===== config.mk =====
export PLATFORM = sky130hd
export DESIGN_NAME = addsub_cla
export DESIGN_NICKNAME = d
export VERILOG_FILES = /design/src/rtl/addsub_cla_pkg.sv /design/src/rtl/addsub_pg_cell.sv /design/src/rtl/addsub_cla_group.sv /design/src/rtl/addsub_flags.sv /design/src/rtl/addsub_cla.sv
export SDC_FILE = /design/constraint.sdc
export NUM_CORES = 1
export LEC_CHECK = 0
export ABC_AREA = 1
export BUFFER_PORTS_ARGS = -buffer_cell sky130_fd_sc_hd__buf_2
export CAP_MARGIN = 0
export CORE_AREA = 2 2 39 41
export DETAILED_ROUTE_END_ITERATION = 12
export DIE_AREA = 0 0 41 43
export PLACE_DENSITY = 0.69
export SLEW_MARGIN = 20
export SYNTH_ARGS = -nofsm -noshare
export SYNTH_HDL_FRONTEND = slang
export SYNTH_SLANG_ARGS = --single-unit

===== constraint.sdc =====
create_clock -name vclk -period 7.2
set_input_delay 1.44 -clock vclk [all_inputs]
set_output_delay 1.44 -clock vclk [all_outputs]
set_load 0.005 [all_outputs]

===== src/rtl/addsub_cla_pkg.sv =====
package addsub_cla_pkg;

    // Bits handled by one lookahead group.
    localparam int GRP_BITS = 4;

    typedef enum logic {
        OP_ADD = 1'b0,
        OP_SUB = 1'b1
    } op_mode_e;

endpackage


===== src/rtl/addsub_pg_cell.sv =====
// Per-bit operand conditioning: conditional inversion of B, then propagate/generate.
module addsub_pg_cell #(
    parameter int WIDTH = 8
) (
    input  logic [WIDTH-1:0] a,
    input  logic [WIDTH-1:0] b,
    input  logic             invert_b,
    output logic [WIDTH-1:0] prop,
    output logic [WIDTH-1:0] gen
);

    for (genvar i = 0; i < WIDTH; i++) begin : g_bit
        logic b_eff;
        assign b_eff   = b[i] ^ invert_b;
        assign prop[i] = a[i] ^ b_eff;
        assign gen[i]  = a[i] & b_eff;
    end

endmodule


===== src/rtl/addsub_cla_group.sv =====
// One 4-bit lookahead group: every carry expanded in two-level form from p/g and cin.
module addsub_cla_group (
    input  logic [3:0] prop,
    input  logic [3:0] gen,
    input  logic       cin,
    output logic [3:0] sum,
    output logic       c_top_in,
    output logic       cout
);

    logic c1, c2, c3;

    assign c1 = gen[0]
              | (prop[0] & cin);

    assign c2 = gen[1]
              | (prop[1] & gen[0])
              | (prop[1] & prop[0] & cin);

    assign c3 = gen[2]
              | (prop[2] & gen[1])
              | (prop[2] & prop[1] & gen[0])
              | (prop[2] & prop[1] & prop[0] & cin);

    assign cout = gen[3]
                | (prop[3] & gen[2])
                | (prop[3] & prop[2] & gen[1])
                | (prop[3] & prop[2] & prop[1] & gen[0])
                | (prop[3] & prop[2] & prop[1] & prop[0] & cin);

    assign sum[0]   = prop[0] ^ cin;
    assign sum[1]   = prop[1] ^ c1;
    assign sum[2]   = prop[2] ^ c2;
    assign sum[3]   = prop[3] ^ c3;
    assign c_top_in = c3;

endmodule


===== src/rtl/addsub_flags.sv =====
// Flag derivation from the carries around the most significant bit.
module addsub_flags
    import addsub_cla_pkg::*;
(
    input  op_mode_e mode,
    input  logic     c_msb_in,
    input  logic     c_msb_out,
    output logic     carry_out,
    output logic     unsigned_ovf,
    output logic     signed_ovf
);

    logic is_sub;

    assign is_sub       = (mode == OP_SUB);
    assign carry_out    = c_msb_out;
    // Adding: carry means overflow. Subtracting: missing carry means borrow.
    assign unsigned_ovf = c_msb_out ^ is_sub;
    assign signed_ovf   = c_msb_in ^ c_msb_out;

endmodule


===== src/rtl/addsub_cla.sv =====
// Top: parameterised adder-subtractor from chained 4-bit lookahead groups.
module addsub_cla
    import addsub_cla_pkg::*;
#(
    parameter int WIDTH = 8
) (
    input  logic [WIDTH-1:0] op_a,
    input  logic [WIDTH-1:0] op_b,
    input  logic             sub_mode,
    output logic [WIDTH-1:0] result,
    output logic             carry_out,
    output logic             unsigned_ovf,
    output logic             signed_ovf
);

    localparam int NGRP = WIDTH / GRP_BITS;

    op_mode_e         mode;
    logic [WIDTH-1:0] prop;
    logic [WIDTH-1:0] gen;
    logic [NGRP:0]    grp_c;
    logic [NGRP-1:0]  grp_top_in;

    assign mode     = op_mode_e'(sub_mode);
    assign grp_c[0] = sub_mode;

    addsub_pg_cell #(.WIDTH(WIDTH)) u_pg (
        .a        (op_a),
        .b        (op_b),
        .invert_b (sub_mode),
        .prop     (prop),
        .gen      (gen)
    );

    for (genvar k = 0; k < NGRP; k++) begin : g_grp
        addsub_cla_group u_grp (
            .prop     (prop[k*GRP_BITS +: GRP_BITS]),
            .gen      (gen[k*GRP_BITS +: GRP_BITS]),
            .cin      (grp_c[k]),
            .sum      (result[k*GRP_BITS +: GRP_BITS]),
            .c_top_in (grp_top_in[k]),
            .cout     (grp_c[k+1])
        );
    end

    addsub_flags u_flags (
        .mode         (mode),
        .c_msb_in     (grp_top_in[NGRP-1]),
        .c_msb_out    (grp_c[NGRP]),
        .carry_out    (carry_out),
        .unsigned_ovf (unsigned_ovf),
        .signed_ovf   (signed_ovf)
    );

endmodule


Word-level counts from Yosys, hierarchy flattened. Cells that the tools add are included.

Reductions and logical operators: 0. $add $sub $neg: 0. Equality and inequality tests: 0. Divide/modulo/power cells: 0. Bitwise logic cells: 86. Mux-type cells: 0. Multipliers: 0. Magnitude comparators: 0. Shift operators: 0.

Operator list (number): bitwise AND 1 bit (40); XOR 1 bit (26); bitwise OR 1 bit (20).

Output and inout port bits: 11. Bits in latches: 0. Bits in registers: 0. Input port bits: 17. Logic and storage cells: 86. Memories: 0. ROM bits: 0. Memory bits (writable): 0.

Depth between registers and ports, before layout. Gate-level depths: netlist of run 1.

Word-level depth: 10. Mapped depth: 11. Gate-level depth less buffers: 10.

Hierarchy. A second synthesis of run 1 with hierarchy kept.

Cell total of the unflattened synthesis: 100. Area total of the unflattened synthesis: 526.8 um^2.

By module, submodules not included: addsub_cla_group (cells each 24, area an instance 125.1 um^2, instances 2, seq. area each 0.0 um^2); addsub_pg_cell (cells each 42, area an instance 235.2 um^2, instances 1, seq. area each 0.0 um^2); addsub_flags (cells each 10, area an instance 41.3 um^2, instances 1, seq. area each 0.0 um^2).

Least setup slack after synthesis of run 1. No wires, ideal clock.

Path type: input to output. Start: input sub_mode. End: output result[5]. Cell stages on the path: 10. Path buffers: 1. Data required time: 5.760 ns. Setup slack: 2.802 ns. Arrival time: 2.958 ns. Cell sequence: buf_4 -> xor2_1 -> ha_1 -> nand2_1 -> inv_2 -> nand3_2 -> nand2_4 -> inv_1 -> fa_1 -> xnor2_1.

Cells in the longest elaborated chain, start to end: 10. Elaborated cells between the ends (all ways): 31. Those cells by class: bitwise (31).

RTL lines: from (decl) (RTL line addsub_cla.sv:9) `input logic sub_mode,`; XOR 1 bit (RTL line addsub_pg_cell.sv:14) `assign b_eff = b[i] ^ invert_b;`; XOR 1 bit or bitwise AND 1 bit (tied branches) (RTL line addsub_pg_cell.sv:15, addsub_pg_cell.sv:16); bitwise AND 1 bit (on tied branches); bitwise OR 1 bit, or another cell as far along (RTL line addsub_cla_group.sv:26) `| (prop[3] & gen[2])`; bitwise OR 1 bit, or another cell as far along (RTL line addsub_cla_group.sv:27) `| (prop[3] & prop[2] & gen[1])`; bitwise OR 1 bit or bitwise AND 1 bit (tied branches) (RTL line addsub_cla_group.sv:28, addsub_cla_group.sv:29); bitwise OR 1 bit (RTL line addsub_cla_group.sv:29) `| (prop[3] & prop[2] & prop[1] & prop[0] & cin);`; bitwise AND 1 bit (RTL line addsub_cla_group.sv:14) `| (prop[0] & cin);`; bitwise OR 1 bit (RTL line addsub_cla_group.sv:14); XOR 1 bit * (RTL line addsub_cla_group.sv:32) `assign sum[1] = prop[1] ^ c1;`; to (decl) (RTL line addsub_cla.sv:10) `output logic [WIDTH-1:0] result,`.

Mark *: on every way between the ends. The rest lies on a longest branch, timed or not.

Worst setup path after layout of run 1. Same ends and word-level chain as after synthesis.

==> results of run 1 <==
==> worst paths after layout <==
path | endpoint | depth (start not counted)
worst max-delay path | result[5] | 11
worst min-delay path | result[1] | 5
==> stage by stage <==
stage / power [mW] / worst slack (ns) / instance area [um2]
final: 0.0767 / 2.55 / 647
after global routing: 0.0891 / 2.37 / 647
after CTS: 0.0787 / 2.52 / 647
after detailed placement: 0.0782 / 2.52 / 647
after global placement: 0.0768 / 2.59 / 647
after floorplan: 0.0513 / 2.80 / 494
==> Yosys cell counts <==
| cell | instances |
|---|---|
| a21oi_1 | 5 |
| xor2_1 | 9 |
| nand2_4 | 1 |
| fa_1 | 1 |
| nand2_1 | 24 |
| inv_2 | 2 |
| inv_1 | 13 |
| nand3_1 | 3 |
| xnor2_1 | 3 |
| ha_1 | 8 |
| o21ai_0 | 1 |
| buf_4 | 1 |
| a21oi_2 | 1 |
| a21o_1 | 1 |
| nand3_2 | 1 |
| nand2_2 | 1 |
| nor2_1 | 7 |
==> final cells by class <==
class / instances / share of cell area, %
Multi-Input combinational cell: 66 / 66.5
Tap cell: 16 / 3.09
Timing Repair Buffer: 28 / 21.7
Inverter: 15 / 8.70
==> layer usage <==
layer / part of all wire [%] / vias up
met5: 0 / -
met4: 0 / 0
met3: 7.8 / 0
met2: 50 / 18
met1: 42 / 236
li1: - / 308
==> power breakdown <==
part / internal, mW / leakage [nW] / switching [mW] / total, mW
Combinational: 0.0359 / 0.413 / 0.0407 / 0.0767
Clock: 0 / 0 / 0 / 0
Sequential: 0 / 0 / 0 / 0
Total: 0.0359 / 0.413 / 0.0407 / 0.0767
==> worst min-delay path, delay by kind of cell <==
family	cells	cell delay (ns)
xor+xnor	1	0.07
compound gates	1	0.08
buf+inv	2	0.21
simple gates	1	0.04
==> logic make-up after synthesis <==
group	count (synthesis)
AND/OR/NAND/NOR	37
AO/OA/AOI/OAI	8
XOR/XNOR	12
buffers and inverters	16
adder cells (fa/ha/maj)	9
==> Implementation_results.wiki, run 1 <==
{| class="wikitable"
! Metric !! Value
|-
| Result of the run || complete, no violations
|-
| Die Span Y || 43 um
|-
| WL final || 1010 um
|-
| Number of hold buffers added after CTS || 0
|-
| Slew at the pin closest to its max-slew limit || 0.302 ns
|-
| Max-slew violation count || 0
|-
| Data arrival, critical path || 3.21 ns
|-
| CP cell instances || buf_2, xor2_1, ha_1, inv_1, nand2_1, nand3_2, nand2_4, inv_1, fa_1, xnor2_1, buf_2
|-
| Setup_tns || 0 ns
|-
| Full die area || 1760 um2
|-
| Startpoint class of the critical path || input pin
|-
| Post-route minimum period || 4.65 ns
|-
| Initial antenna violation count || 0
|-
| Cells after synthesis || 82
|-
| Peak supply drop || 0.0000454 V
|-
| Inserted Diodes || 0
|-
| Critical Path Sink Type || output port
|-
| Post-synth top area share || 20.3%
|-
| Global-route met2 utilization || 23.8%
|-
| Met3 track demand over resource || 1.05%
|-
| Wire length of the first global-routing pass || 1730 um
|-
| Share of cell area taken by muxes after synthesis || 0%
|-
| Num sequential || 0
|-
| Detailed-routing iteration count for the pre-antenna-repair pass || 2
|-
| Normalized max-slew margin || 79.9%
|-
| Critical-path maximum fanout || 12
|-
| Netlist area before placement || 494 um2
|-
| Start point of the worst hold path || op_a[0]
|-
| Filler Cells Inserted || 162
|-
| Std-Cell Rows || 14
|-
| Layout cells sized above 1 || 31.2%
|-
| Cell taking the most area after synthesis || ha_1
|-
| Leak || 0.413 nW
|-
| FF+latch area || 0 um2
|-
| Max Cap Violations || 0
|-
| Ranking of synthesized cells by area || ha_1, nand2_1, xor2_1
|-
| Max Clock Freq || 0.215 GHz
|-
| Die X-Extent || 41 um
|-
| Register area share after synthesis || 0%
|-
| Per-cell routed wire length || 8.11 um
|-
| Vias in the first global route || 485
|-
| Final count of hold timing violations || 0
|-
| Number of violations reported at the end of detailed-routing iteration 0 || 1
|-
| Pin count of the biggest net entering global routing || 13
|-
| Port Buffer Count || 28
|-
| Via-per-instance ratio || 4.50
|-
| Total number of vias || 562
|-
| Worst setup path category || in -> out
|-
| Smallest hold slack || 3.28 ns
|-
| # DRC || 0
|-
| Top cell family by delay on the critical path || adder cells
|-
| Net count after synthesis || 108
|-
| Global routing usage summed across all routing layers || 13.0%
|-
| Buffers & Inverters on Critical Path || 4
|-
| Pwr/cell area || 119 nW/um2
|-
| Leftover overflow at the end of global routing || 0
|-
| Half-perimeter wire length of the detailed placement result || 944 um
|-
| Non-filler cells in the finished layout || 125
|-
| Most utilized layer in the global route result || met2
|-
| Dominant combinational cell family by area after synthesis || simple AND/OR/NAND/NOR gates
|-
| Placeable core region || 1380 um2
|-
| Critical Path Max Stage Delay || 0.37 ns
|-
| Total Nets Final || 137
|-
| Adder and majority gate portion of the synthesized area || 24.3%
|-
| Total placed cells including tap cells || 125
|-
| Synth-to-Final Area Change || 30.9%
|-
| Share of the synthesized area in compound gates (AO/OA/AOI/OAI) || 9.37%
|-
| Synthesized area divided by synthesized cell count || 6.03 um2
|-
| Setup repair bufs after CTS || 0
|-
| Met1 track demand over resource in global routing || 16.5%
|-
| Number of clock buffers in the layout || 0
|-
| Most frequent cells in the layout || buf_2, nand2_1, inv_1, xor2_1, ha_1
|-
| Num ports || 28
|-
| Area taken by multi-input logic gates || 430 um2
|-
| Number of gates resized after cts || 0
|-
| ANT nets after route || 0
|-
| Final setup violating endpoints || 0
|-
| Starting density of the core || 35.7%
|-
| Number of warnings printed during yosys synthesis || 0
|-
| Period utilization || 64.5%
|-
| Basic-gate share of the synthesized area counting and, or, nand and nor cells || 32.2%
|-
| Critical Path Start || sub_mode
|-
| Slowest stage cell, crit path || fa_1
|-
| Number of distinct library cells after synthesis || 17
|-
| Util after Layout || 46.7%
|-
| Commonest non-fill, non-tap cell in the layout || buf_2
|-
| Weighted congestion reported at the end of routability-driven placement || 0.729
|-
| Setup repair after global routing missed its margin || no
|-
| Type of the most critical hold path || in -> out
|-
| Parity-gate share of the synthesized area counting xor and xnor cells || 21.3%
|-
| Required time reported for the critical path endpoint || 5.76 ns
|}
(Power assumes the default switching activity.)
==> inputs of run 2 (changes only) <==
--- a/config.mk
+++ b/config.mk
@@ -5,7 +5,7 @@
 export SDC_FILE = /design/constraint.sdc
 export NUM_CORES = 1
 export LEC_CHECK = 0
-export ABC_AREA = 1
+export ABC_AREA = 0
 export BUFFER_PORTS_ARGS = -buffer_cell sky130_fd_sc_hd__buf_2
 export CAP_MARGIN = 0
 export CORE_AREA = 2 2 39 41
==> constraint.sdc (replaced) <==
create_clock -name vclk -period 4.4
set_input_delay 0.88 -clock vclk [all_inputs]
set_output_delay 0.88 -clock vclk [all_outputs]
set_load 0.005 [all_outputs]
==> run 2 against run 1 <==
Effect of this change: combinational power grew 64%; first-iteration DRC count grew 100%; sequential share of layout area is the same; sequential cell count is the same; final cell count shrank 22%; synthesized cell count shrank 32%; via count shrank 14%; setup slack lost 2.0 ns.
==> Implementation_results.wiki, run 2 <==
{| class="wikitable"
! Metric !! Value
|-
| Type of the most critical hold path || in -> out
|-
| Placed cell areas || 631 um2 (-2.5%)
|-
| Final Power || 0.126 mW (+64%)
|-
| Number of clock buffers in the layout || 0 (unchanged)
|-
| Number of warnings printed during yosys synthesis || 0 (unchanged)
|-
| Cells after synthesis || 56 (-32%)
|-
| Area taken by multi-input logic gates || 455 um2 (+5.8%)
|-
| Post-route minimum period || 3.89 ns
|-
| Max Clock Freq || 0.257 GHz
|-
| Normalized max-slew margin || 71.4% (-8.4 points)
|-
| Weighted congestion reported at the end of routability-driven placement || 0.794 (+8.9%)
|-
| Share of the synthesized area in compound gates (AO/OA/AOI/OAI) || 23.1% (+14 points)
|-
| Share of cell area taken by muxes after synthesis || 5.14% (+5.1 points)
|-
| Max Cap Violations || 0 (unchanged)
|-
| Initial antenna violation count || 0 (unchanged)
|-
| Post-synth top area share || 20.6% (+0.31 points)
|-
| Half-perimeter wire length of the detailed placement result || 831 um (-12%)
|-
| Final instance area || 631 um2 (-2.5%)
|-
| Smallest hold slack || 2.15 ns (-1.12 ns)
|-
| Result of the run || complete, no violations
|-
| ANT nets after route || 0 (unchanged)
|-
| Netlist area before placement || 487 um2 (-1.5%)
|-
| Synth-to-Final Area Change || 29.6%
|-
| Die X-Extent || 41 um (unchanged)
|-
| Peak supply drop || 0.0000857 V (+89%)
|-
| Full die area || 1760 um2 (unchanged)
|-
| Setup_tns || 0 ns (unchanged)
|-
| Commonest cells post-synth || xor2_1, ha_1, a21o_1, inv_1, xnor2_1
|-
| Adder and majority gate portion of the synthesized area || 24.7% (+0.37 points)
|-
| Slew at the pin closest to its max-slew limit || 0.428 ns (+0.127 ns)
|-
| Number of gates resized after cts || 0 (unchanged)
|-
| Number of hold buffers added after CTS || 0 (unchanged)
|-
| Worst setup path category || in -> out
|-
| Required time reported for the critical path endpoint || 3.52 ns (-2.24 ns)
|-
| FF+latch area || 0 um2 (unchanged)
|-
| Most frequent cells in the layout || buf_2, xor2_1, ha_1
|-
| Parity-gate share of the synthesized area counting xor and xnor cells || 27.0% (+5.7 points)
|-
| Port Buffer Count || 28 (unchanged)
|-
| Cell taking the most area after synthesis || ha_1
|-
| Per-cell routed wire length || 9.35 um (+15%)
|-
| Final count of hold timing violations || 0 (unchanged)
|-
| Setup repair after global routing missed its margin || no
|-
| Final setup violating endpoints || 0 (unchanged)
|-
| Synthesized area divided by synthesized cell count || 8.69 um2 (+44%)
|-
| Total placed cells including tap cells || 98 (-22%)
|-
| Leftover overflow at the end of global routing || 0 (unchanged)
|-
| Most used standard cell by instance count after synthesis || xor2_1
|-
| Die Span Y || 43 um (unchanged)
|-
| Data arrival, critical path || 3.01 ns (-0.20 ns)
|-
| Ranking of synthesized cells by area || ha_1, xor2_1, xnor2_1
|-
| Total number of vias || 483 (-14%)
|-
| # DRC || 0 (unchanged)
|-
| Std-Cell Rows || 14 (unchanged)
|-
| Pwr/cell area || 200 nW/um2 (+69%)
|-
| Basic-gate share of the synthesized area counting and, or, nand and nor cells || 13.6% (-19 points)
|-
| Global routing usage summed across all routing layers || 11.9% (-1.1 points)
|-
| Number of violations reported at the end of detailed-routing iteration 0 || 2 (+1)
|-
| Wire length of the first global-routing pass || 1600 um (-7.2%)
|-
| Register area share after synthesis || 0% (unchanged)
|-
| Detailed-routing iteration count for the pre-antenna-repair pass || 2 (unchanged)
|-
| Setup repair bufs after CTS || 0 (unchanged)
|-
| Dominant combinational cell family by area after synthesis || XOR/XNOR gates
|-
| Pin count of the biggest net entering global routing || 16 (+3)
|-
| Starting density of the core || 35.2% (-0.54 points)
|-
| Non-filler cells in the finished layout || 98 (-22%)
|-
| Net count after synthesis || 82 (-24%)
|-
| Inserted Diodes || 0 (unchanged)
|-
| Critical Path Sink Type || output port
|-
| Num sequential || 0 (unchanged)
|-
| Commonest non-fill, non-tap cell in the layout || buf_2
|-
| Num ports || 28 (unchanged)
|-
| Layout cells sized above 1 || 37.8% (+6.6 points)
|-
| Worst Hold Depth || 4 (-1)
|-
| Leak || 0.352 nW (-15%)
|-
| Critical Path End || result[4]
|-
| Critical-path maximum fanout || 15 (+3)
|-
| Max-slew violation count || 0 (unchanged)
|-
| Filler Cells Inserted || 154 (-4.9%)
|-
| Vias in the first global route || 418 (-14%)
|-
| Number of distinct library cells after synthesis || 25 (+8)
|-
| Total Nets Final || 110 (-20%)
|-
| Critical Path Start || sub_mode
|-
| Placeable core region || 1380 um2 (unchanged)
|-
| Startpoint class of the critical path || input pin
|-
| Period utilization || 88.3%
|-
| WL final || 916 um (-9.7%)
|-
| Via-per-instance ratio || 4.93 (+9.6%)
|}
## run 2: worst min-delay path by stage
stage	start	endpoint	slack (ns)
floorplan	op_a[0]	result[1]	1.95
global placement	op_a[0]	result[1]	2.15
detailed placement	op_a[0]	result[1]	2.15
CTS	op_a[0]	result[1]	2.16
global route	op_a[0]	result[1]	2.22
finish	op_a[0]	result[1]	2.15
## run 2: cell type report
cell class         count  area share [%]
multi-input cells     50            72.2
repair buffers        28            22.2
well taps             16            3.17
inverters              4            2.38
## run 2: cells by family after synthesis
kind of cell,count (synthesis)
AOI/OAI and AO/OA,12
xor gates and xnor gates,15
adders and majority gates,9
buffers and inverters,6
muxes,2
and+or+nand+nor,12
## run 2: metrics by stage
step,utilization (%),setup WS [ns]
final,45.6,0.514
after global routing,45.6,0.324
after CTS,45.6,0.500
after detailed placement,45.6,0.506
after global placement,45.6,0.546
after floorplan,-,0.658
## run 2: worst max-delay path: stages
cell and delay (ns):
buf_2 0.29, xor2_1 0.19, ha_1 0.28, and3_1 0.24
a2111oi_4 0.50, fa_1 0.48, inv_1 0.05, buf_2 0.10
## run 2: power breakdown
part	total [mW]	switching, mW	internal [mW]
registers	0	0	0
logic	0.126	0.0595	0.0664
clock network	0	0	0
total	0.126	0.0595	0.0664
## run 2: layer usage
layer / part of all wire (%) / track usage, % / wire length [um]
met5: 0 / 0 / 0
met4: 0 / 0 / 0
met3: 7.9 / 0.524 / 72
met2: 52 / 21.6 / 474
met1: 40 / 15.6 / 369
==> inputs of run 3 (changes only) <==
--- a/config.mk
+++ b/config.mk
@@ -6,13 +6,13 @@
 export NUM_CORES = 1
 export LEC_CHECK = 0
 export ABC_AREA = 0
-export BUFFER_PORTS_ARGS = -buffer_cell sky130_fd_sc_hd__buf_2
+export BUFFER_PORTS_ARGS = -buffer_cell sky130_fd_sc_hd__buf_4
 export CAP_MARGIN = 0
 export CORE_AREA = 2 2 39 41
 export DETAILED_ROUTE_END_ITERATION = 12
 export DIE_AREA = 0 0 41 43
-export PLACE_DENSITY = 0.69
 export SLEW_MARGIN = 20
 export SYNTH_ARGS = -nofsm -noshare
 export SYNTH_HDL_FRONTEND = slang
+export SYNTH_HIERARCHICAL = 1
 export SYNTH_SLANG_ARGS = --single-unit
==> run 3 against run 2 <==
Effect of this change: global-route usage is 3.1 points lower; worst hold slack better by 0.0053 ns; first-iteration DRC count is 100% lower; die area stayed put; critical path type unchanged.
==> Implementation_results.wiki, run 3 <==
{| class="wikitable"
! Metric !! Value
|-
| Number of clock buffers in the layout || 0 (unchanged)
|-
| Weighted congestion reported at the end of routability-driven placement || 0.634 (-20%)
|-
| Inserted Diodes || 0 (unchanged)
|-
| Port Buffer Count || 28 (unchanged)
|-
| Global routing usage summed across all routing layers || 8.79% (-3.1 points)
|-
| Filler Cells Inserted || 148 (-3.9%)
|-
| Period utilization || 89.0% (+0.67 points)
|-
| WL final || 741 um (-19%)
|-
| Most frequent cells in the layout || buf_4, xor2_1, ha_1, nor2_1
|-
| Critical-path maximum fanout || 11 (-4)
|-
| Pwr/cell area || 214 nW/um2 (+7.1%)
|-
| Setup repair bufs after CTS || 0 (unchanged)
|-
| Slowest stage cell, crit path || ha_1
|-
| Net count after synthesis || 69 (-16%)
|-
| Type of the most critical hold path || in -> out
|-
| Top cell family by delay on the critical path || compound AO/OA/AOI/OAI gates
|-
| Synthesized area divided by synthesized cell count || 9.03 um2 (+3.9%)
|-
| Starting density of the core || 27.4% (-7.8 points)
|-
| Die Span Y || 43 um (unchanged)
|-
| Number of warnings printed during yosys synthesis || 6 (+6)
|-
| Final setup violating endpoints || 0 (unchanged)
|-
| Die X-Extent || 41 um (unchanged)
|-
| Required time reported for the critical path endpoint || 3.52 ns (about the same)
|-
| Peak supply drop || 0.0000837 V (-2.2%)
|-
| Initial antenna violation count || 0 (unchanged)
|-
| Number of distinct library cells after synthesis || 10 (-60%)
|-
| ANT nets after route || 0 (unchanged)
|-
| Wire length of the first global-routing pass || 1170 um (-27%)
|-
| Half-perimeter wire length of the detailed placement result || 670 um (-19%)
|-
| Vias in the first global route || 305 (-27%)
|-
| Placeable core region || 1380 um2 (unchanged)
|-
| Total number of vias || 349 (-28%)
|-
| Placed cell areas || 591 um2 (-6.3%)
|-
| Ranking of synthesized cells by area || ha_1, xor2_1, a211oi_2
|-
| Max Clock Freq || 0.255 GHz (-0.75%)
|-
| Number of violations reported at the end of detailed-routing iteration 0 || 0 (-2)
|-
| Pin count of the biggest net entering global routing || 12 (-4)
|-
| Most used standard cell by instance count after synthesis || xor2_1
|-
| Max-slew violation count || 0 (unchanged)
|-
| Slew at the pin closest to its max-slew limit || 0.227 ns (-0.201 ns)
|-
| Netlist area before placement || 379 um2 (-22%)
|-
| Std-Cell Rows || 14 (unchanged)
|-
| Register area share after synthesis || 0% (unchanged)
|-
| Worst setup path category || in -> out
|-
| Number of gates resized after cts || 0 (unchanged)
|-
| Post-route minimum period || 3.91 ns (+0.0293 ns)
|-
| Detailed-routing iteration count for the pre-antenna-repair pass || 1 (-1)
|-
| Via-per-instance ratio || 4.15 (-16%)
|-
| Full die area || 1760 um2 (unchanged)
|-
| Startpoint class of the critical path || input pin
|-
| Post-synth top area share || 33.0% (+12 points)
|-
| Setup repair after global routing missed its margin || no
|-
| Max Cap Violations || 0 (unchanged)
|-
| Critical Path Sink Type || output port
|-
| Synth-to-Final Area Change || 55.8%
|-
| Normalized max-slew margin || 84.8% (+13 points)
|-
| Leftover overflow at the end of global routing || 0 (unchanged)
|-
| Cells after synthesis || 42 (-25%)
|-
| Data arrival, critical path || 3.03 ns (+0.02 ns)
|-
| # DRC || 0 (unchanged)
|-
| CP cell instances || buf_4, xor2_1, ha_1, a211oi_2, o21bai_2, a21o_1, a211oi_2, o21bai_2, a21o_1, xor2_1, buf_4
|-
| Leak || 0.325 nW (-7.5%)
|-
| Final instance area || 591 um2 (-6.3%)
|-
| Cell taking the most area after synthesis || ha_1
|-
| Per-cell routed wire length || 8.82 um (-5.6%)
|-
| Num sequential || 0 (unchanged)
|-
| Total Nets Final || 97 (-12%)
|-
| Result of the run || complete, no violations
|-
| Buffers & Inverters on Critical Path || 2 (-1)
|-
| FF+latch area || 0 um2 (unchanged)
|-
| Num ports || 28 (unchanged)
|-
| Layout cells sized above 1 || 47.1% (+9.3 points)
|-
| Commonest cells post-synth || xor2_1, ha_1, nor2_1
|-
| Commonest non-fill, non-tap cell in the layout || buf_4
|-
| Final count of hold timing violations || 0 (unchanged)
|-
| Number of hold buffers added after CTS || 0 (unchanged)
|-
| Critical Path Max Stage Delay || 0.30 ns (-0.20 ns)
|-
| Setup_tns || 0 ns (unchanged)
|}
==> run 3: cell families (layout without fill, tap and decap cells) <==
kind of cell,after synthesis,count (layout),share of synthesized area [%]
AO/OA/AOI/OAI,8,8,19.1
AND/OR/NAND/NOR,6,6,5.94
buffers and inverters,2,28,4.95
adder cells (fa/ha/maj),10,10,33.0
XOR/XNOR,16,16,37.0
==> run 3: final timing paths <==
kind              startpoint      endpoint  cells after the start
setup / recovery    sub_mode    signed_ovf                     11
hold / removal      sub_mode  unsigned_ovf                      3
==> run 3: final cells by class <==
class	instances	area [um2]	share of cell area, %
Multi-Input combinational cell	40	360	61.0
Timing Repair Buffer	28	210	35.6
Tap cell	16	20.0	3.39
==> run 3: per-stage QoR <==
stage          instances  worst slack, ns  util (%)  hold WS (ns)  total power [mW]
2_1_floorplan         42            0.763         -          1.82            0.0681
3_3_place_gp          84            0.494      42.7          2.18             0.128
3_5_place_dp          84            0.452      42.7          2.17             0.128
4_1_cts               84            0.453      42.7          2.17             0.129
5_1_grt               84            0.367      42.7          2.19             0.140
6_report              84            0.485      42.7          2.16             0.126
==> run 3: tightest hold or removal path, stage by stage <==
cell and delay, ns:
buf_4 0.19, xor2_1 0.09, buf_4 0.13
==> run 3: metal layers <==
layer	track usage [%]	routed length, um	vias up
li1	-	-	198
met1	13.3	317	135
met2	14.1	366	16
met3	0.524	57	0
met4	0	0	0
met5	0	0	-
==> run 3: report_power, final <==
group / internal [mW] / leakage (nW) / switching (mW)
sequential: 0 / 0 / 0
clock: 0 / 0 / 0
combinational: 0.0751 / 0.325 / 0.0512
total: 0.0751 / 0.325 / 0.0512
